`src/rtl/operand_shifter_pkg.sv`:
```
package operand_shifter_pkg;

  parameter int unsigned SHAMT_W = 8;

  typedef enum logic [1:0] {
    KIND_LSL = 2'b00,
    KIND_LSR = 2'b01,
    KIND_ASR = 2'b10,
    KIND_ROR = 2'b11
  } shiftKind_e;

  // strobes from control to datapath
  typedef struct packed {
    logic               useConst;  // source is the zero-extended constant
    logic               passThru;  // value unchanged, carry = cIn
    logic               rrx;       // rotate one through carry
    logic               zeroAll;   // result and carry zero
    shiftKind_e         kind;
    logic [SHAMT_W-1:0] amt;       // effective amount, 1..DATA_W when used
  } shiftCtrl_t;

endpackage

```
`src/rtl/shift_control.sv`:
```
module shift_control
  import operand_shifter_pkg::*;
#(
  parameter int unsigned DATA_W = 32,
  parameter int unsigned ROT_W  = 4
) (
  input  logic                       constMode,
  input  logic [1:0]                 shiftKind,
  input  logic                       amtFromReg,
  input  logic [$clog2(DATA_W)-1:0]  amtImm,
  input  logic [SHAMT_W-1:0]         amtRegLow,
  input  logic [ROT_W-1:0]           constRot,
  output shiftCtrl_t                 ctrl
);

  localparam int unsigned SH_W = $clog2(DATA_W);
  localparam logic [SHAMT_W-1:0] FULL = SHAMT_W'(DATA_W);

  logic [SHAMT_W-1:0] rawAmt;
  shiftKind_e         kindIn;

  assign rawAmt = amtFromReg ? amtRegLow : SHAMT_W'(amtImm);
  assign kindIn = shiftKind_e'(shiftKind);

  always_comb begin
    ctrl          = '0;
    ctrl.kind     = kindIn;
    ctrl.useConst = constMode;
    if (constMode) begin
      ctrl.kind = KIND_ROR;
      if (constRot == '0) ctrl.passThru = 1'b1;
      else                ctrl.amt      = SHAMT_W'({constRot, 1'b0});
    end else if (rawAmt == '0) begin
      if (amtFromReg || kindIn == KIND_LSL) ctrl.passThru = 1'b1;
      else if (kindIn == KIND_ROR)          ctrl.rrx      = 1'b1;
      else                                  ctrl.amt      = FULL;
    end else if (rawAmt <= FULL) begin
      ctrl.amt = rawAmt;
    end else begin
      unique case (kindIn)
        KIND_LSL, KIND_LSR: ctrl.zeroAll = 1'b1;
        KIND_ASR:           ctrl.amt     = FULL;
        default: begin
          if (rawAmt[SH_W-1:0] == '0) ctrl.amt = FULL;
          else                        ctrl.amt = SHAMT_W'(rawAmt[SH_W-1:0]);
        end
      endcase
    end
  end

endmodule

```
`src/rtl/shift_datapath.sv`:
```
module shift_datapath
  import operand_shifter_pkg::*;
#(
  parameter int unsigned DATA_W  = 32,
  parameter int unsigned CONST_W = 8
) (
  input  shiftCtrl_t          ctrl,
  input  logic                cIn,
  input  logic [DATA_W-1:0]   operand,
  input  logic [CONST_W-1:0]  constByte,
  output logic [DATA_W-1:0]   result,
  output logic                cOut
);

  localparam int unsigned EXT_W = 2 * DATA_W + 1;

  logic [DATA_W-1:0] srcWord;
  logic [DATA_W-1:0] fillWord;
  logic [EXT_W-1:0]  leftExt;
  logic [EXT_W-1:0]  rightExt;
  logic [EXT_W-1:0]  rotExt;

  assign srcWord  = ctrl.useConst ? DATA_W'(constByte) : operand;
  assign fillWord = (ctrl.kind == KIND_ASR) ? {DATA_W{srcWord[DATA_W-1]}} : '0;

  // bit DATA_W of leftExt holds the last bit pushed out of the top
  assign leftExt  = {(DATA_W + 1)'(0), srcWord} << ctrl.amt;
  // bit 0 of the right-hand vectors holds the last bit pushed out of the bottom
  assign rightExt = {fillWord, srcWord, 1'b0} >> ctrl.amt;
  assign rotExt   = {srcWord, srcWord, 1'b0} >> ctrl.amt;

  always_comb begin
    if (ctrl.passThru) begin
      result = srcWord;
      cOut   = cIn;
    end else if (ctrl.zeroAll) begin
      result = '0;
      cOut   = 1'b0;
    end else if (ctrl.rrx) begin
      result = {cIn, srcWord[DATA_W-1:1]};
      cOut   = srcWord[0];
    end else begin
      unique case (ctrl.kind)
        KIND_LSL: begin
          result = leftExt[DATA_W-1:0];
          cOut   = leftExt[DATA_W];
        end
        KIND_ROR: begin
          result = rotExt[DATA_W:1];
          cOut   = rotExt[0];
        end
        default: begin
          result = rightExt[DATA_W:1];
          cOut   = rightExt[0];
        end
      endcase
    end
  end

endmodule

```
`src/rtl/operand_shifter.sv`:
```
module operand_shifter
  import operand_shifter_pkg::*;
#(
  parameter int unsigned DATA_W  = 32,
  parameter int unsigned CONST_W = 8,
  parameter int unsigned ROT_W   = 4
) (
  input  logic                       cIn,
  input  logic [DATA_W-1:0]          operand,
  input  logic [1:0]                 shiftKind,
  input  logic                       amtFromReg,
  input  logic [$clog2(DATA_W)-1:0]  amtImm,
  input  logic [DATA_W-1:0]          amtReg,
  input  logic                       constMode,
  input  logic [CONST_W-1:0]         constByte,
  input  logic [ROT_W-1:0]           constRot,
  output logic [DATA_W-1:0]          result,
  output logic                       cOut
);

  shiftCtrl_t ctrl;

  shift_control #(.DATA_W(DATA_W), .ROT_W(ROT_W)) u_ctrl (
    .constMode  (constMode),
    .shiftKind  (shiftKind),
    .amtFromReg (amtFromReg),
    .amtImm     (amtImm),
    .amtRegLow  (amtReg[SHAMT_W-1:0]),
    .constRot   (constRot),
    .ctrl       (ctrl)
  );

  shift_datapath #(.DATA_W(DATA_W), .CONST_W(CONST_W)) u_dp (
    .ctrl      (ctrl),
    .cIn       (cIn),
    .operand   (operand),
    .constByte (constByte),
    .result    (result),
    .cOut      (cOut)
  );

endmodule

```
`config.mk`:
```
export PLATFORM = sky130hd
export DESIGN_NAME = operand_shifter
export DESIGN_NICKNAME = d
export VERILOG_FILES = /design/src/rtl/operand_shifter_pkg.sv /design/src/rtl/shift_control.sv /design/src/rtl/shift_datapath.sv /design/src/rtl/operand_shifter.sv
export SDC_FILE = /design/constraint.sdc
export NUM_CORES = 1
export LEC_CHECK = 0
export BUFFER_PORTS_ARGS = -buffer_cell sky130_fd_sc_hd__buf_2
export CAP_MARGIN = 20
export CORE_ASPECT_RATIO = 0.9
export CORE_UTILIZATION = 45
export DETAILED_ROUTE_END_ITERATION = 8
export GPL_TIMING_DRIVEN = 1
export PLACE_DENSITY = 0.75
export SETUP_SLACK_MARGIN = 0.3
export SYNTH_ARGS = -nofsm -noshare
export SYNTH_HDL_FRONTEND = slang
export SYNTH_SLANG_ARGS = --single-unit
```
`constraint.sdc`:
```
create_clock -name vclk -period 5.2
set_input_delay 0.52 -clock vclk [all_inputs]
set_output_delay 0.52 -clock vclk [all_outputs]
set_load 0.005 [all_outputs]
```
Word-level counts from Yosys, hierarchy flattened
Cells that the tools add are included.
- flip-flop bits (word level): 0
- input port bits: 86
- output and inout port bits: 33
- logic and storage cells: 46
- magnitude comparators: 1
- eq/ne operators: 5
- shift-type cells: 3
- muxes and demuxes: 30
- reductions and logical operators: 7
- operators with widths (operator ; count):
    2-to-1 mux 32 bit ; 5
    >> shifter 65 x 8 -> 33 bit ; 2
    case mux 32 bit (2 select lines) ; 1
    2-to-1 mux 8 bit ; 5
    << shifter 32 x 8 -> 33 bit ; 1
    2-to-1 mux 6 bit ; 2
    case mux 6 bit (2 select lines) ; 1
    2-to-1 mux 1 bit ; 11
    equality test 2 bit (second input constant) ; 4
    <= comparator 8 x 6 -> 1 bit (second input constant) ; 1
    logical NOT 8 bit ; 1
    2-to-1 mux 2 bit ; 3
    logical NOT 5 bit ; 1
    2-to-1 mux 5 bit ; 1
    logical NOT 2 bit ; 2
    logical NOT 4 bit ; 1
    equality test 2 x 1 -> 1 bit (second input constant) ; 1
    case mux 1 bit (2 select lines) ; 1
    OR reduction 2 bit ; 1
    logical OR 1 bit ; 1

Depth between registers and ports, before layout
Gate-level depths: netlist of the first run.
- word-level depth: 12
- depth in mapped cells: 16
- depth with buffers taken out: 11

By module
From an unflattened synthesis of the first run, not the netlist that was laid out.
- cells, all modules: 1124
- area, all modules: 8040.2 um2
- modules (own cells, without submodules) (module ; times used ; cells an instance ; area each (um2)):
    shift_datapath ; 1 ; 1077 ; 7691.1
    shift_control ; 1 ; 47 ; 349.1

Worst setup path after synthesis of the first run
OpenSTA, ideal clock, no wires.
- path kind: input to output
- from: input port constMode
- to: output port result[19]
- arrival: 3.261 ns
- slack: 1.419 ns
- cell stages on the path: 15
- buffers on the path: 5
- path through: buf_2 > buf_2 > buf_2 > clkbuf_1 > nor2_1 > inv_1 > ha_1 > clkbuf_1 > inv_1 > nand2_1 > nor2_1 > nand2_1 > o311a_1 > o221ai_1 > a2bb2oi_1
- cells in the longest elaborated chain, start to end: 8
- elaborated cells between the ends (all ways): 16
- RTL lines (element ; line ; RTL):
    from (decl) ; operand_shifter.sv:14 ; input logic constMode,
    2-to-1 mux 2 bit ; shift_control.sv:29 ; if (constMode) begin
    equality test 2 bit ; shift_datapath.sv:24 ; assign fillWord = (ctrl.kind == KIND_ASR) ? {DATA_W{srcWord[DATA_W-1]}} : '0;
    2-to-1 mux 32 bit ; shift_datapath.sv:24 ;
    >> shifter 65 x 8 -> 33 bit ; shift_datapath.sv:29 ; assign rightExt = {fillWord, srcWord, 1'b0} >> ctrl.amt;
    case mux 32 bit (2 select lines) ; shift_datapath.sv:43 ; unique case (ctrl.kind)
    2-to-1 mux 32 bit ; shift_datapath.sv:39 ; end else if (ctrl.rrx) begin
    2-to-1 mux 32 bit ; shift_datapath.sv:36 ; end else if (ctrl.zeroAll) begin
    2-to-1 mux 32 bit * ; shift_datapath.sv:33 ; if (ctrl.passThru) begin
    to (decl) ; operand_shifter.sv:17 ; output logic [DATA_W-1:0] result,
Mark *: on every way between the ends. The rest lies on a longest branch, timed or not.

Worst setup path in the final report of the first run
- from: input port amtFromReg
- to: output port result[29]
- cells in the longest elaborated chain, start to end: 12
- elaborated cells between the ends (all ways): 25
- RTL lines (element ; line ; RTL):
    from (decl) ; operand_shifter.sv:11 ; input logic amtFromReg,
    parallel branches: the longest is 11 deep, another holds <= comparator 8 x 6 -> 1 bit ; -- ;
    2-to-1 mux 32 bit * ; shift_datapath.sv:33 ;
Mark *: on every way between the ends.

==> results of run 1 <==
## per-layer routing
layer	wire [um]	global-route usage (%)	share of wire, %	up-vias
met5	38	0	0.091	-
met3	7130	21.6	17	250
met2	16000	75.8	38	1049
met4	3080	32.4	7.4	2
met1	15400	69.7	37	4655
li1	-	-	-	4187
## kinds of logic (layout without fill, tap and decap cells)
family | after synthesis | count (layout)
multiplexers | 132 | 132
AO/OA/AOI/OAI | 445 | 446
adder cells (fa/ha/maj) | 3 | 3
other | 0 | 2
AND/OR/NAND/NOR | 368 | 368
buffers and inverters | 105 | 174
## repair_timing
item                                    in CTS  in global routing
endpoints found under the setup margin       0                 14
resized for setup                            0                  5
endpoints found under the hold margin        0                  0
## critical path, stage by stage
cell and delay (ns):
sky130_fd_sc_hd__buf_2 0.35, sky130_fd_sc_hd__o31ai_4 0.26, sky130_fd_sc_hd__nor3_2 0.42, sky130_fd_sc_hd__nand3_1 0.29, sky130_fd_sc_hd__nand2_2 0.19, sky130_fd_sc_hd__buf_12 0.29
sky130_fd_sc_hd__mux2i_1 0.19, sky130_fd_sc_hd__a21oi_1 0.26, sky130_fd_sc_hd__mux2i_1 0.18, sky130_fd_sc_hd__o311ai_0 0.84, sky130_fd_sc_hd__nand2b_1 0.10, sky130_fd_sc_hd__o311ai_0 0.17
sky130_fd_sc_hd__buf_2 0.20
## synthesized netlist by cell type, drive strengths merged (3+ instances only)
library cell and count:
o21a 8, o31a 10, a2111oi 8, o311ai 7, buf 51, a221oi 11
o21ai 95, a2bb2oi 7, nor2 94, a21boi 5, nand2 155, o31ai 8
a21oi 105, a211oi 34, mux2 42, o22ai 18, clkbuf 44, nor2b 21
and3 8, a21o 12, a22oi 21, nor3 31, o211ai 21, a211o 5
a22o 5, ha 3, nand4 7, mux2i 90, o32ai 4, nand3 22
inv 9, o221ai 11, or3 7, a32oi 6, nand2b 7, a31o 5
a221o 3, a31oi 19, and2 10
## layout make-up
cell class                 instances  area [um^2]
antenna                            2         5.00
multi-input combinational        949         6180
inverter                          10         37.5
timing repair buffer             164         1050
fill                            1518         6690
tap                              193          241
## power groups by stage
stage                     combinational, mW    clock [mW]  sequential (mW)
after detailed placement               1.14             0                0
after CTS                              1.15             0                0
after global placement                 1.15             0                0
after global routing                   1.28             0                0
after floorplan                       0.715             0                0
final                                  1.24  0.0000000235                0
## path summary, 6_finish.rpt
kind	start	end	slack, ns	cells after the start
worst max-delay path	amtFromReg	result[29]	0.35	13
worst min-delay path	operand[27]	result[27]	1.43	4
==> metrics.log, run 1 <==
INFO  metric first_pass_grt_wire_length = about 60000 um
INFO  metric routed_wirelength = 41700 um
INFO  metric synth_sequential_area_ratio = 0%
INFO  metric gp_congestion = around 1.1
INFO  metric regArea = 0 um^2
INFO  metric hold_viol_final = 0
INFO  metric clock.fmax = 0.206 GHz
INFO  metric leakage = 3.10 nW
INFO  metric antenna_violating_nets_post_route = 0
INFO  metric power_density = 165 mW/mm^2
INFO  metric non_filler_instances = roughly 1300
INFO  metric holdCritPathClass = input pin to output port
INFO  metric internal_power = approximately 420 uW
INFO  metric flow.area_growth_from_synthesis = 13.7%
INFO  metric pre_cts_ws = about 0.36 ns
INFO  metric starting_drc_count_in_detailed_routing = between 1500 and 2000
INFO  metric max-slew-margin-rel = between 30% and 40%
INFO  metric hold_slack = about 1.4 ns
INFO  metric grt_pass1_vias = about 9000
INFO  metric post_synth_inst_count = ~1100
INFO  metric worst_pin_slew = 0.999 ns
INFO  metric finished_layout_cell_area = 0.00752 mm^2
INFO  metric final_min_period_over_clock_period = 93.3%
INFO  metric ios = about 120
INFO  metric numPlacedInstances = ~1300
INFO  metric netlist_area = about 0.0066 mm^2
INFO  metric crit_path_max_fanout = 56
INFO  metric compound_gate_fraction_of_synth_area = between 40% and 50%
INFO  metric totalNegativeSetupSlack = 0 ns
INFO  metric fp.dieArea = around 0.015 mm^2
INFO  metric grt_antenna_before_repair = 1
INFO  metric run_status = finished clean
INFO  metric unrepaired_setup_endpoints_after_global_routing = no
INFO  metric post_dp_cell_area = roughly 0.0075 mm^2
INFO  metric post_synth_xor_area_fraction = 0%
INFO  metric synth-simple-area-share = 25.0%
INFO  metric syn-num-nets = about 1100
INFO  metric synth_fa_ha_area_share = less than 1%
INFO  metric hpwlAfterDp = ~32000 um
INFO  metric initial_core_util = between 40% and 50%
INFO  metric die-width = roughly 130 um
INFO  metric drc_errors_left = 0
INFO  metric worstSetupStartpointType = input pin
INFO  metric synth.area.mux_share = 20.8%
INFO  metric drv.max_cap_violation_count = 0
INFO  metric finalSetupViolations = 0
INFO  metric die-height = around 120 um
INFO  metric io_buffer_count = 95
INFO  metric synth_area_leaders = sky130_fd_sc_hd__mux2i_1 (13%), sky130_fd_sc_hd__nand2_1 (8.7%), sky130_fd_sc_hd__a21oi_1 (7.6%)
INFO  metric power.net_switching = 823 uW
INFO  metric mostFrequentLayoutCell = sky130_fd_sc_hd__nand2_1
INFO  metric cp_data_required_time = 4.68 ns
INFO  metric grt.total_usage = a little over half
INFO  metric finalPower = 1.24 mW
INFO  metric arrival = roughly 4.3 ns
INFO  metric post-synth-top-area-fraction = 13.5%
INFO  metric final_cell_mix = sky130_fd_sc_hd__nand2_1 (153), sky130_fd_sc_hd__a21oi_1 (100), sky130_fd_sc_hd__buf_2 (94)
INFO  metric dr.pass1.iters = 6
INFO  metric yosys.area.top_type = sky130_fd_sc_hd__mux2i_1
INFO  metric timing.final.crit_period = 4.85 ns
INFO  metric yosysWarningCount = 0
INFO  metric worst_ir_drop_vdd = between 0.0001 and 0.00015 V
INFO  metric post_detailed_route_wirelength_per_cell = 31.7 um
INFO  metric power.clock.fraction = 0%
INFO  metric cts.repair_timing.setup_buffer_count = 0
INFO  metric setup.worst_path.class = input pin to output port
INFO  metric cp-end-kind = output port
INFO  metric portion_of_total_power_attributed_to_combinational_logic = between 90% and 100%
INFO  metric maxSlewViolCount = 0
INFO  metric pin_count_of_the_biggest_net_entering_global_routing = between 60 and 70
INFO  metric design.core.area = around 0.014 mm^2
INFO  metric layout.nets = 1214
INFO  metric route.vias.total = between 10000 and 15000
INFO  metric global_route.overflow_total = 0
INFO  metric cts_hold_buf = 0
INFO  metric clockBufferCount = 0
INFO  metric routed_via_density = between 7 and 8
INFO  metric dominant_combinational_cell_family_by_area_after_synthesis = compound AO/OA/AOI/OAI gates
INFO  metric setup_slack = 0.350 ns
INFO  metric swShare = roughly 66%
INFO  metric p_seq_share = 0%
INFO  metric flops_and_latches = 0
INFO  metric syn_avg_cell_area = 6.28 um^2
INFO  metric yosys.cell_types.count = 80
INFO  metric rows = between 40 and 50
INFO  metric fin_util = between 50% and 60%
INFO  metric post_route_cells_drive_above_1_share = roughly 22%
Power figures use the tool's default switching activity.
==> inputs of run 2 (changes only) <==
- PLACE_DENSITY: 0.75 -> 0.66
==> metrics.log, run 2 (synthesis results as in run 1) <==
INFO  metric ios = about 120
INFO  metric cpLargestDelayFamily = simple AND/OR/NAND/NOR gates
INFO  metric slowest_delay = roughly 0.55 ns
INFO  metric mostFrequentLayoutCell = sky130_fd_sc_hd__nand2_1
INFO  metric first_pass_grt_wire_length = 58700 um
INFO  metric design.core.area = between 0.01 and 0.015 mm^2
INFO  metric timing.final.crit_period = around 4.9 ns
INFO  metric cp_data_required_time = 4.68 ns
INFO  metric setup.worst_path.class = input pin to output port
INFO  metric worst_path_max_delay_cell = sky130_fd_sc_hd__nor2_1
INFO  metric regArea = 0 um^2
INFO  metric antenna_violating_nets_post_route = 0
INFO  metric cts_hold_buf = 0
INFO  metric hpwlAfterDp = between 30000 and 40000 um
INFO  metric io_buffer_count = between 90 and 100
INFO  metric grt.total_usage = between 50 and 60%
INFO  metric pin_count_of_the_biggest_net_entering_global_routing = 65
INFO  metric path_cells = buf_2 -> o31ai_4 -> nor2_2 -> o31a_1 -> o211a_1 -> nand2_1 -> nor2_1 -> o211ai_1 -> nand4_1 -> a211oi_1 -> o21ai_1 -> buf_2
INFO  metric initial_core_util = about 47%
INFO  metric clock.fmax = 0.203 GHz
INFO  metric drv.max_cap_violation_count = 0
INFO  metric gp_congestion = 1.10
INFO  metric max-slew-margin-rel = 24.0%
INFO  metric critical_path_buf_inv_count = 2
INFO  metric global_route.overflow_total = 0
INFO  metric holdCritPathClass = input pin to output port
INFO  metric fp.dieArea = approximately 0.015 mm^2
INFO  metric die-width = roughly 130 um
INFO  metric layout.filler_cells = roughly 1600
INFO  metric post_detailed_route_wirelength_per_cell = ~31 um
INFO  metric cts.repair_timing.setup_buffer_count = 0
INFO  metric layout.nets = ~1200
INFO  metric ctsResizeCount = 0
INFO  metric crit_path_max_fanout = 19
INFO  metric numPlacedInstances = 1313
INFO  metric routed_via_density = roughly 7.7
INFO  metric worstSetupStartpointType = input pin
INFO  metric final_cell_mix = sky130_fd_sc_hd__nand2_1 (153), sky130_fd_sc_hd__a21oi_1 (99), sky130_fd_sc_hd__buf_2 (94)
INFO  metric route.vias.total = between 10000 and 15000
INFO  metric final_min_period_over_clock_period = ~95%
INFO  metric flops_and_latches = 0
INFO  metric cp-end-kind = output port
INFO  metric run_status = finished clean
INFO  metric worst_pin_slew = 1.12 ns
INFO  metric totalNegativeSetupSlack = 0 ns
INFO  metric dr.pass1.iters = 7
INFO  metric multi_input_comb_area = about 0.0062 mm^2
INFO  metric hold_viol_final = 0
INFO  metric clockBufferCount = 0
INFO  metric grt_pass1_vias = a little under 9000
INFO  metric flow.area_growth_from_synthesis = 12.9%
INFO  metric post_dp_cell_area = 0.00743 mm^2
INFO  metric arrival = around 4.4 ns
INFO  metric crit_top_cell = sky130_fd_sc_hd__buf_2
INFO  metric drc_errors_left = 0
INFO  metric finalSetupViolations = 0
INFO  metric routed_wirelength = about 40000 um
INFO  metric starting_drc_count_in_detailed_routing = about 1900
INFO  metric rows = around 40
INFO  metric unrepaired_setup_endpoints_after_global_routing = yes
INFO  metric non_filler_instances = between 1000 and 1500
INFO  metric die-height = 117 um
INFO  metric post_route_cells_drive_above_1_share = a little over a fifth
INFO  metric fin_util = 52.6%
INFO  metric grt_antenna_before_repair = 2
INFO  metric finished_layout_cell_area = between 0.007 and 0.008 mm^2
INFO  metric maxSlewViolCount = 0
[run 2: changes by cell type in the layout (fill, tap and decap cells not counted), sizes merged]
cell    delta
o21ai      -1
clkbuf     -1
[run 2: per-stage QoR]
stage	hold WS (ns)	worst slack, ns
3_3_place_gp	1.44	0.463
5_1_grt	1.47	0.259
6_report	1.47	0.274
2_1_floorplan	1.13	1.42
3_5_place_dp	1.44	0.401
4_1_cts	1.45	0.391
[run 2: worst paths after layout]
check	cells after the start	slack, ns	endpoint	start
worst max-delay path	12	0.27	result[27]	amtFromReg
worst min-delay path	4	1.47	result[14]	operand[14]
[run 2: layout make-up]
class,instances,share of cell area [%]
inverters,10,0.503
diodes,2,0.0670
well taps,193,3.23
multi-input cells,948,82.5
repair buffers,163,13.7
[run 2: metal layers]
metal,track usage [%],vias to the layer above,wire length [um]
li1,-,4192,-
met1,68.0,4569,14600
met2,73.8,1073,15200
met3,21.5,261,7470
met4,31.9,0,3390
met5,0,-,0
